`src/rtl/bcd_shift_pkg.sv`:
```
package bcd_shift_pkg;

    typedef enum logic [1:0] {
        SH_IDLE = 2'd0,
        SH_LOW  = 2'd1,
        SH_HIGH = 2'd2
    } sh_state_e;

endpackage

```
`src/rtl/bcd_remap_table.sv`:
```
module bcd_remap_table #(
    parameter int NBITS = 16,
    parameter int IDX_W = $clog2(NBITS)
) (
    input  logic             clk,
    input  logic             rst_n,
    input  logic             we_i,
    input  logic [IDX_W-1:0] addr_i,
    input  logic [IDX_W-1:0] data_i,
    input  logic [NBITS-1:0] word_i,
    output logic [NBITS-1:0] frame_o
);

    logic [IDX_W-1:0] map_d [NBITS];
    logic [IDX_W-1:0] map_q [NBITS];

    always_comb begin
        for (int k = 0; k < NBITS; k++) begin
            map_d[k] = map_q[k];
        end
        if (we_i) begin
            map_d[addr_i] = data_i;
        end
    end

    always_ff @(posedge clk) begin
        if (!rst_n) begin
            for (int k = 0; k < NBITS; k++) begin
                map_q[k] <= IDX_W'(NBITS - 1 - k);
            end
        end else begin
            for (int k = 0; k < NBITS; k++) begin
                map_q[k] <= map_d[k];
            end
        end
    end

    // slot k of the outgoing frame picks logical bit map[k]
    for (genvar k = 0; k < NBITS; k++) begin : g_slot
        assign frame_o[k] = word_i[map_q[k]];
    end

endmodule

```
`src/rtl/bcd_tick_gen.sv`:
```
module bcd_tick_gen #(
    parameter int HALF_DIV = 4
) (
    input  logic clk,
    input  logic rst_n,
    input  logic clr_i,
    output logic tick_o
);

    localparam int CNT_W = (HALF_DIV > 1) ? $clog2(HALF_DIV) : 1;
    localparam logic [CNT_W-1:0] LAST = CNT_W'(HALF_DIV - 1);

    logic [CNT_W-1:0] cnt_d, cnt_q;

    always_comb begin
        if (clr_i || cnt_q == LAST) begin
            cnt_d = '0;
        end else begin
            cnt_d = cnt_q + 1'b1;
        end
    end

    always_ff @(posedge clk) begin
        if (!rst_n) begin
            cnt_q <= '0;
        end else begin
            cnt_q <= cnt_d;
        end
    end

    assign tick_o = (cnt_q == LAST);

endmodule

```
`src/rtl/bcd_shift_fsm.sv`:
```
module bcd_shift_fsm
    import bcd_shift_pkg::*;
#(
    parameter int NBITS = 16,
    parameter int IDX_W = $clog2(NBITS)
) (
    input  logic             clk,
    input  logic             rst_n,
    input  logic             start_i,
    input  logic             mains_ok_i,
    input  logic             tick_i,
    input  logic [NBITS-1:0] frame_i,
    output logic             tick_clr_o,
    output logic             sdat_o,
    output logic             sclk_o,
    output logic             busy_o,
    output logic             done_o
);

    localparam logic [IDX_W-1:0] LAST_SLOT = IDX_W'(NBITS - 1);

    typedef struct packed {
        sh_state_e        st;
        logic [IDX_W-1:0] idx;
        logic [NBITS-1:0] frame;
        logic             sdat;
        logic             sclk;
        logic             busy;
        logic             done;
    } fsm_t;

    localparam fsm_t FSM_RESET = '{
        st:    SH_IDLE,
        idx:   '0,
        frame: '0,
        sdat:  1'b0,
        sclk:  1'b0,
        busy:  1'b0,
        done:  1'b0
    };

    fsm_t r_d, r_q;

    always_comb begin
        r_d        = r_q;
        r_d.done   = 1'b0;
        tick_clr_o = 1'b0;
        if (!mains_ok_i) begin
            // no power downstream: drop everything, keep lines low
            r_d = FSM_RESET;
        end else begin
            unique case (r_q.st)
                SH_IDLE: begin
                    if (start_i) begin
                        r_d.st     = SH_LOW;
                        r_d.idx    = '0;
                        r_d.sdat   = frame_i[0];
                        r_d.frame  = frame_i >> 1;
                        r_d.sclk   = 1'b0;
                        r_d.busy   = 1'b1;
                        tick_clr_o = 1'b1;
                    end
                end
                SH_LOW: begin
                    if (tick_i) begin
                        r_d.sclk = 1'b1;
                        r_d.st   = SH_HIGH;
                    end
                end
                SH_HIGH: begin
                    if (tick_i) begin
                        r_d.sclk = 1'b0;
                        if (r_q.idx == LAST_SLOT) begin
                            r_d.st   = SH_IDLE;
                            r_d.sdat = 1'b0;
                            r_d.busy = 1'b0;
                            r_d.done = 1'b1;
                        end else begin
                            r_d.st    = SH_LOW;
                            r_d.idx   = r_q.idx + 1'b1;
                            r_d.sdat  = r_q.frame[0];
                            r_d.frame = r_q.frame >> 1;
                        end
                    end
                end
                default: r_d = FSM_RESET;
            endcase
        end
    end

    always_ff @(posedge clk) begin
        if (!rst_n) begin
            r_q <= FSM_RESET;
        end else begin
            r_q <= r_d;
        end
    end

    assign sdat_o = r_q.sdat;
    assign sclk_o = r_q.sclk;
    assign busy_o = r_q.busy;
    assign done_o = r_q.done;

endmodule

```
`src/rtl/bcd_shift_driver.sv`:
```
module bcd_shift_driver #(
    parameter int DIGITS   = 4,
    parameter int DIG_W    = 4,
    parameter int HALF_DIV = 4,
    localparam int NBITS   = DIGITS * DIG_W,
    localparam int IDX_W   = $clog2(NBITS)
) (
    input  logic             clk,
    input  logic             rst_n,
    input  logic             start_i,
    input  logic [NBITS-1:0] digits_i,
    input  logic             mains_ok_i,
    input  logic             map_we_i,
    input  logic [IDX_W-1:0] map_addr_i,
    input  logic [IDX_W-1:0] map_data_i,
    output logic             ser_data_o,
    output logic             ser_clk_o,
    output logic             busy_o,
    output logic             done_o
);

    logic [NBITS-1:0] frame;
    logic             tick;
    logic             tick_clr;
    logic             sdat;
    logic             sclk;

    bcd_remap_table #(
        .NBITS (NBITS),
        .IDX_W (IDX_W)
    ) remap_i (
        .clk     (clk),
        .rst_n   (rst_n),
        .we_i    (map_we_i),
        .addr_i  (map_addr_i),
        .data_i  (map_data_i),
        .word_i  (digits_i),
        .frame_o (frame)
    );

    bcd_tick_gen #(
        .HALF_DIV (HALF_DIV)
    ) tick_i (
        .clk    (clk),
        .rst_n  (rst_n),
        .clr_i  (tick_clr),
        .tick_o (tick)
    );

    bcd_shift_fsm #(
        .NBITS (NBITS),
        .IDX_W (IDX_W)
    ) fsm_i (
        .clk        (clk),
        .rst_n      (rst_n),
        .start_i    (start_i),
        .mains_ok_i (mains_ok_i),
        .tick_i     (tick),
        .frame_i    (frame),
        .tick_clr_o (tick_clr),
        .sdat_o     (sdat),
        .sclk_o     (sclk),
        .busy_o     (busy_o),
        .done_o     (done_o)
    );

    // lines go low in the same cycle that power is reported missing
    assign ser_data_o = sdat & mains_ok_i;
    assign ser_clk_o  = sclk & mains_ok_i;

endmodule

```
`config.mk`:
```
export PLATFORM = sky130hd
export DESIGN_NAME = bcd_shift_driver
export DESIGN_NICKNAME = d
export VERILOG_FILES = /design/src/rtl/bcd_shift_pkg.sv /design/src/rtl/bcd_remap_table.sv /design/src/rtl/bcd_tick_gen.sv /design/src/rtl/bcd_shift_fsm.sv /design/src/rtl/bcd_shift_driver.sv
export SDC_FILE = /design/constraint.sdc
export NUM_CORES = 1
export LEC_CHECK = 0
export ABC_AREA = 1
export BUFFER_PORTS_ARGS = -buffer_cell sky130_fd_sc_hd__clkbuf_2
export CAP_MARGIN = 25
export CORE_UTILIZATION = 30
export DETAILED_ROUTE_END_ITERATION = 10
export PLACE_DENSITY_LB_ADDON = 0.2
export RECOVER_POWER = 50
export SYNTH_ARGS = -nofsm -noshare
export SYNTH_HDL_FRONTEND = slang
export SYNTH_SLANG_ARGS = --single-unit
```
`constraint.sdc`:
```
create_clock -name clk -period 1.9 [get_ports clk]
set_clock_uncertainty 0.15 [all_clocks]
set_input_delay 0 -clock clk [delete_from_list [all_inputs] [get_ports clk]]
set_output_delay 0 -clock clk [all_outputs]
set_load 0.02 [all_outputs]
```
==> results.json <==
{
  "status": "finished, final reports clean",
  "fmax_ghz": 0.5842,
  "clk-insertion-delay-late_ps": 350,
  "core_region_area_sq_mm": 0.01946,
  "drc": 0,
  "p_per_area_mw_per_mm2": 690.4,
  "wl_mm": 22.01,
  "timing.rr.start": "fsm_i.r_q[20]",
  "crit_path_start_kind": "primary input",
  "avgSynthCellArea_sq_um": 5.768,
  "path_max_fanout": 6,
  "rows": 51,
  "cp_top_family": "buffers and inverters",
  "dr.pass1.iters": 5,
  "hold_violations": 0,
  "die_area_sq_mm": 0.02049,
  "r2r_cells": 7,
  "avgRoutedWirePerCell_um": 16.35,
  "synth_area_sq_mm": 0.005976,
  "grt_pass1_vias": 5922,
  "final_cells": 1346,
  "tightest_slew_ps": 586.8,
  "die_h_um": 143.1,
  "fin_crit_sh_pct": 90.10,
  "clock_sinks": 90,
  "register_area_sq_mm": 0.001802,
  "holdPathEnd": "remap_i.map_q[0][17]",
  "final_core_util_pct": 35.61,
  "met2_length_mm": 9.928,
  "hold_start": "map_data_i[1]",
  "met1_length_mm": 9.923,
  "numCtsBuffers": 9,
  "grt_use_total_pct": 21.94,
  "reg2reg_slack_ps": 210,
  "n_fill_cell": 2107,
  "synth_seq_cells": 90,
  "grt.overflow.total": 0,
  "worst_slack_ps": 188.2,
  "fin_tns_setup_ps": 0,
  "drv_slew": 0,
  "wl_met3_mm": 1.679,
  "dp.cells": 1318,
  "initial_core_util_pct": 30.70,
  "leakagePower_nw": 3.244,
  "relSlewSlack_pct": 60.88,
  "n_antenna_cell": 0,
  "rsz0062_at_grt": "no",
  "via_count": 6712,
  "drtIter0Drc": 610,
  "antenna_left": 0,
  "dp_hpwl_mm": 13.89,
  "grt_pass1_wl_mm": 33.50,
  "ys_warn_count": 0,
  "crit_chain": "dlygate4sd3_1 -> clkbuf_1 -> nor2_1 -> dlygate4sd3_1 -> nand2_1 -> inv_1 -> nand2_1 -> o211ai_1",
  "route.top_layer_used": "met4",
  "total_power_mw": 4.785,
  "holdPathStages": 3,
  "grt_max_degree": 27,
  "critPathKind": "primary input to flop",
  "dieWidth_um": 143.1,
  "required_ps": 2030,
  "place_congestion": 0.8415,
  "nets": 1107,
  "hold_path.class": "primary input to flop",
  "finalSetupViolCount": 0,
  "vias_per_cell": 4.987,
  "maxCapViolations": 0,
  "r2r-end": "fsm_i.r_q[7]",
  "syn_nets": 1067,
  "drive_gt1_share_pct": 8.603,
  "post-place-ws_ps": 248.6,
  "cts_tree": "built",
  "htree_levels": 3,
  "clk_pin_slew_ps": 70,
  "ir_drop_mv": 0.4546,
  "synth_cell_types": 26,
  "clockBufferDepth": 2,
  "slowest_stage": "dlygate4sd3_1",
  "critPathBufInv": 4,
  "synthCells": 1036,
  "cp_data_arrival_time_ps": 1840,
  "multi_input_area_sq_mm": 0.003518,
  "critical-path-max-stage-delay_ps": 570,
  "antenna_found_initial": 0,
  "end_kind": "flop",
  "cts_root_buf": "clkbuf_16",
  "io_buffers": 32,
  "yosysSeqAreaShare_pct": 30.15,
  "fin_crit_ps": 1712,
  "io_pins": 33,
  "syn2layout_area_growth_pct": 15.98
}
## how the worst max path moves through the flow
| stage | cells after the start | slack [ps] | endpoint | start |
|---|---|---|---|---|
| finish | 8 | 190 | remap_i.map_q[0][19] | map_addr_i[1] |
| global route | 8 | 30 | remap_i.map_q[0][19] | map_addr_i[1] |
| CTS | 9 | 110 | remap_i.map_q[0][31] | map_we_i |
| detailed placement | 7 | 250 | fsm_i.r_q[22] | fsm_i.r_q[20] |
| global placement | 7 | 280 | fsm_i.r_q[22] | fsm_i.r_q[20] |
| floorplan | 8 | 310 | fsm_i.r_q[5] | fsm_i.r_q[20] |
## synthesized netlist by cell type
cell type  instances  share of area [%]
nor3_1             1              0.084
buf_6              1               0.19
nand2_1          379                 24
a21oi_2            2               0.29
nor2_2             1               0.10
xor2_1             2               0.29
nand3_1          196                 16
nor3_2             1               0.17
a21oi_4            1               0.27
nor2_1            28                1.8
buf_2             31                2.6
nand2_2            1               0.10
inv_2             15               0.94
a21oi_1           84                7.0
o21ai_0           69                5.8
clkinv_1           1              0.063
inv_1             97                6.1
dfxtp_1           90                 30
nand4_1            1               0.10
clkbuf_1          13               0.82
a22oi_1            1               0.13
nor4_1             1               0.10
ha_1               2               0.42
o211ai_1          14                1.8
a32oi_1            1               0.15
buf_4              3               0.38
## per-layer routing
| layer | up-vias | track usage (%) |
|---|---|---|
| li1 | 3439 | - |
| met1 | 2978 | 29.56 |
| met2 | 257 | 35.10 |
| met3 | 38 | 3.555 |
| met4 | 0 | 7.866 |
| met5 | - | 0 |
## logic make-up (layout without fill, tap and decap cells)
family	count (synthesis)	after routing	share of synthesized area (%)
adder cells (fa/ha/maj)	2	2	0.4187
AND/OR/NAND/NOR	609	609	42.65
flip-flops	90	90	30.15
XOR/XNOR	2	2	0.2932
buffers and inverters	161	206	11.08
AO/OA/AOI/OAI	172	172	15.41
## stage by stage
| stage | instance area [sq um] | hold slack [ps] |
|---|---|---|
| after CTS | 6934 | 41.77 |
| after detailed placement | 6502 | 160.5 |
| after global placement | 6502 | 158.6 |
| after floorplan | 5976 | -20.97 |
| final | 6930 | 50.87 |
| after global routing | 6930 | 47.81 |
## sequential cells by signal, indices dropped and copies added, names as in the netlist
| register | cells |
|---|---|
| fsm_i.r_q | 21 |
| tick_i.cnt_q | 2 |
| fsm_i.busy_o | 1 |
| fsm_i.done_o | 1 |
| fsm_i.sdat_o | 1 |
| remap_i.map_q | 64 |
## cells in the final DEF, fill, tap and decap left out, types with 9 or more instances in the layout
master	n
nand3_1	196
clkbuf_16	9
clkbuf_1	10
nand2_1	379
nor2_1	28
inv_1	97
dlygate4sd3_1	11
o211ai_1	14
clkbuf_2	27
a21oi_1	84
dfxtp_1	90
inv_2	15
buf_4	29
o21ai_0	69
## worst reg2reg max path, stage by stage (launching register included)
cell and delay (ps):
dfxtp_1 330, ha_1 220, nand3_1 140, nand2_1 120, a21oi_4 200, buf_4 230, nand2_1 80, a21oi_1 140
## where the power goes
part | switching [mW] | total, mW | leakage (nW) | internal, mW
sequential | 0.0450 | 1.98 | 0.731 | 1.94
combinational | 0.545 | 0.802 | 2.36 | 0.257
clock | 0.810 | 2.00 | 0.149 | 1.19
total | 1.40 | 4.78 | 3.24 | 3.38
## repair_timing
| action | in CTS | in global routing |
|---|---|---|
| hold buffers | 11 | 0 |
| endpoints found under the setup margin | 0 | 1 |
| buffers inserted | 0 | 1 |
| resized for setup | 0 | 1 |
| hold endpoints to repair | 11 | 0 |
## layout make-up
| cell class | instances | share of cell area, % |
|---|---|---|
| clock buffer | 12 | 3.557 |
| multi-input combinational | 785 | 50.77 |
| inverter | 113 | 6.120 |
| timing repair buffer | 77 | 7.691 |
| clock inverter | 4 | 1.083 |
| tap | 265 | 4.784 |
| sequential | 90 | 26.00 |
Note: power is estimated with default switching activity, not from simulation.
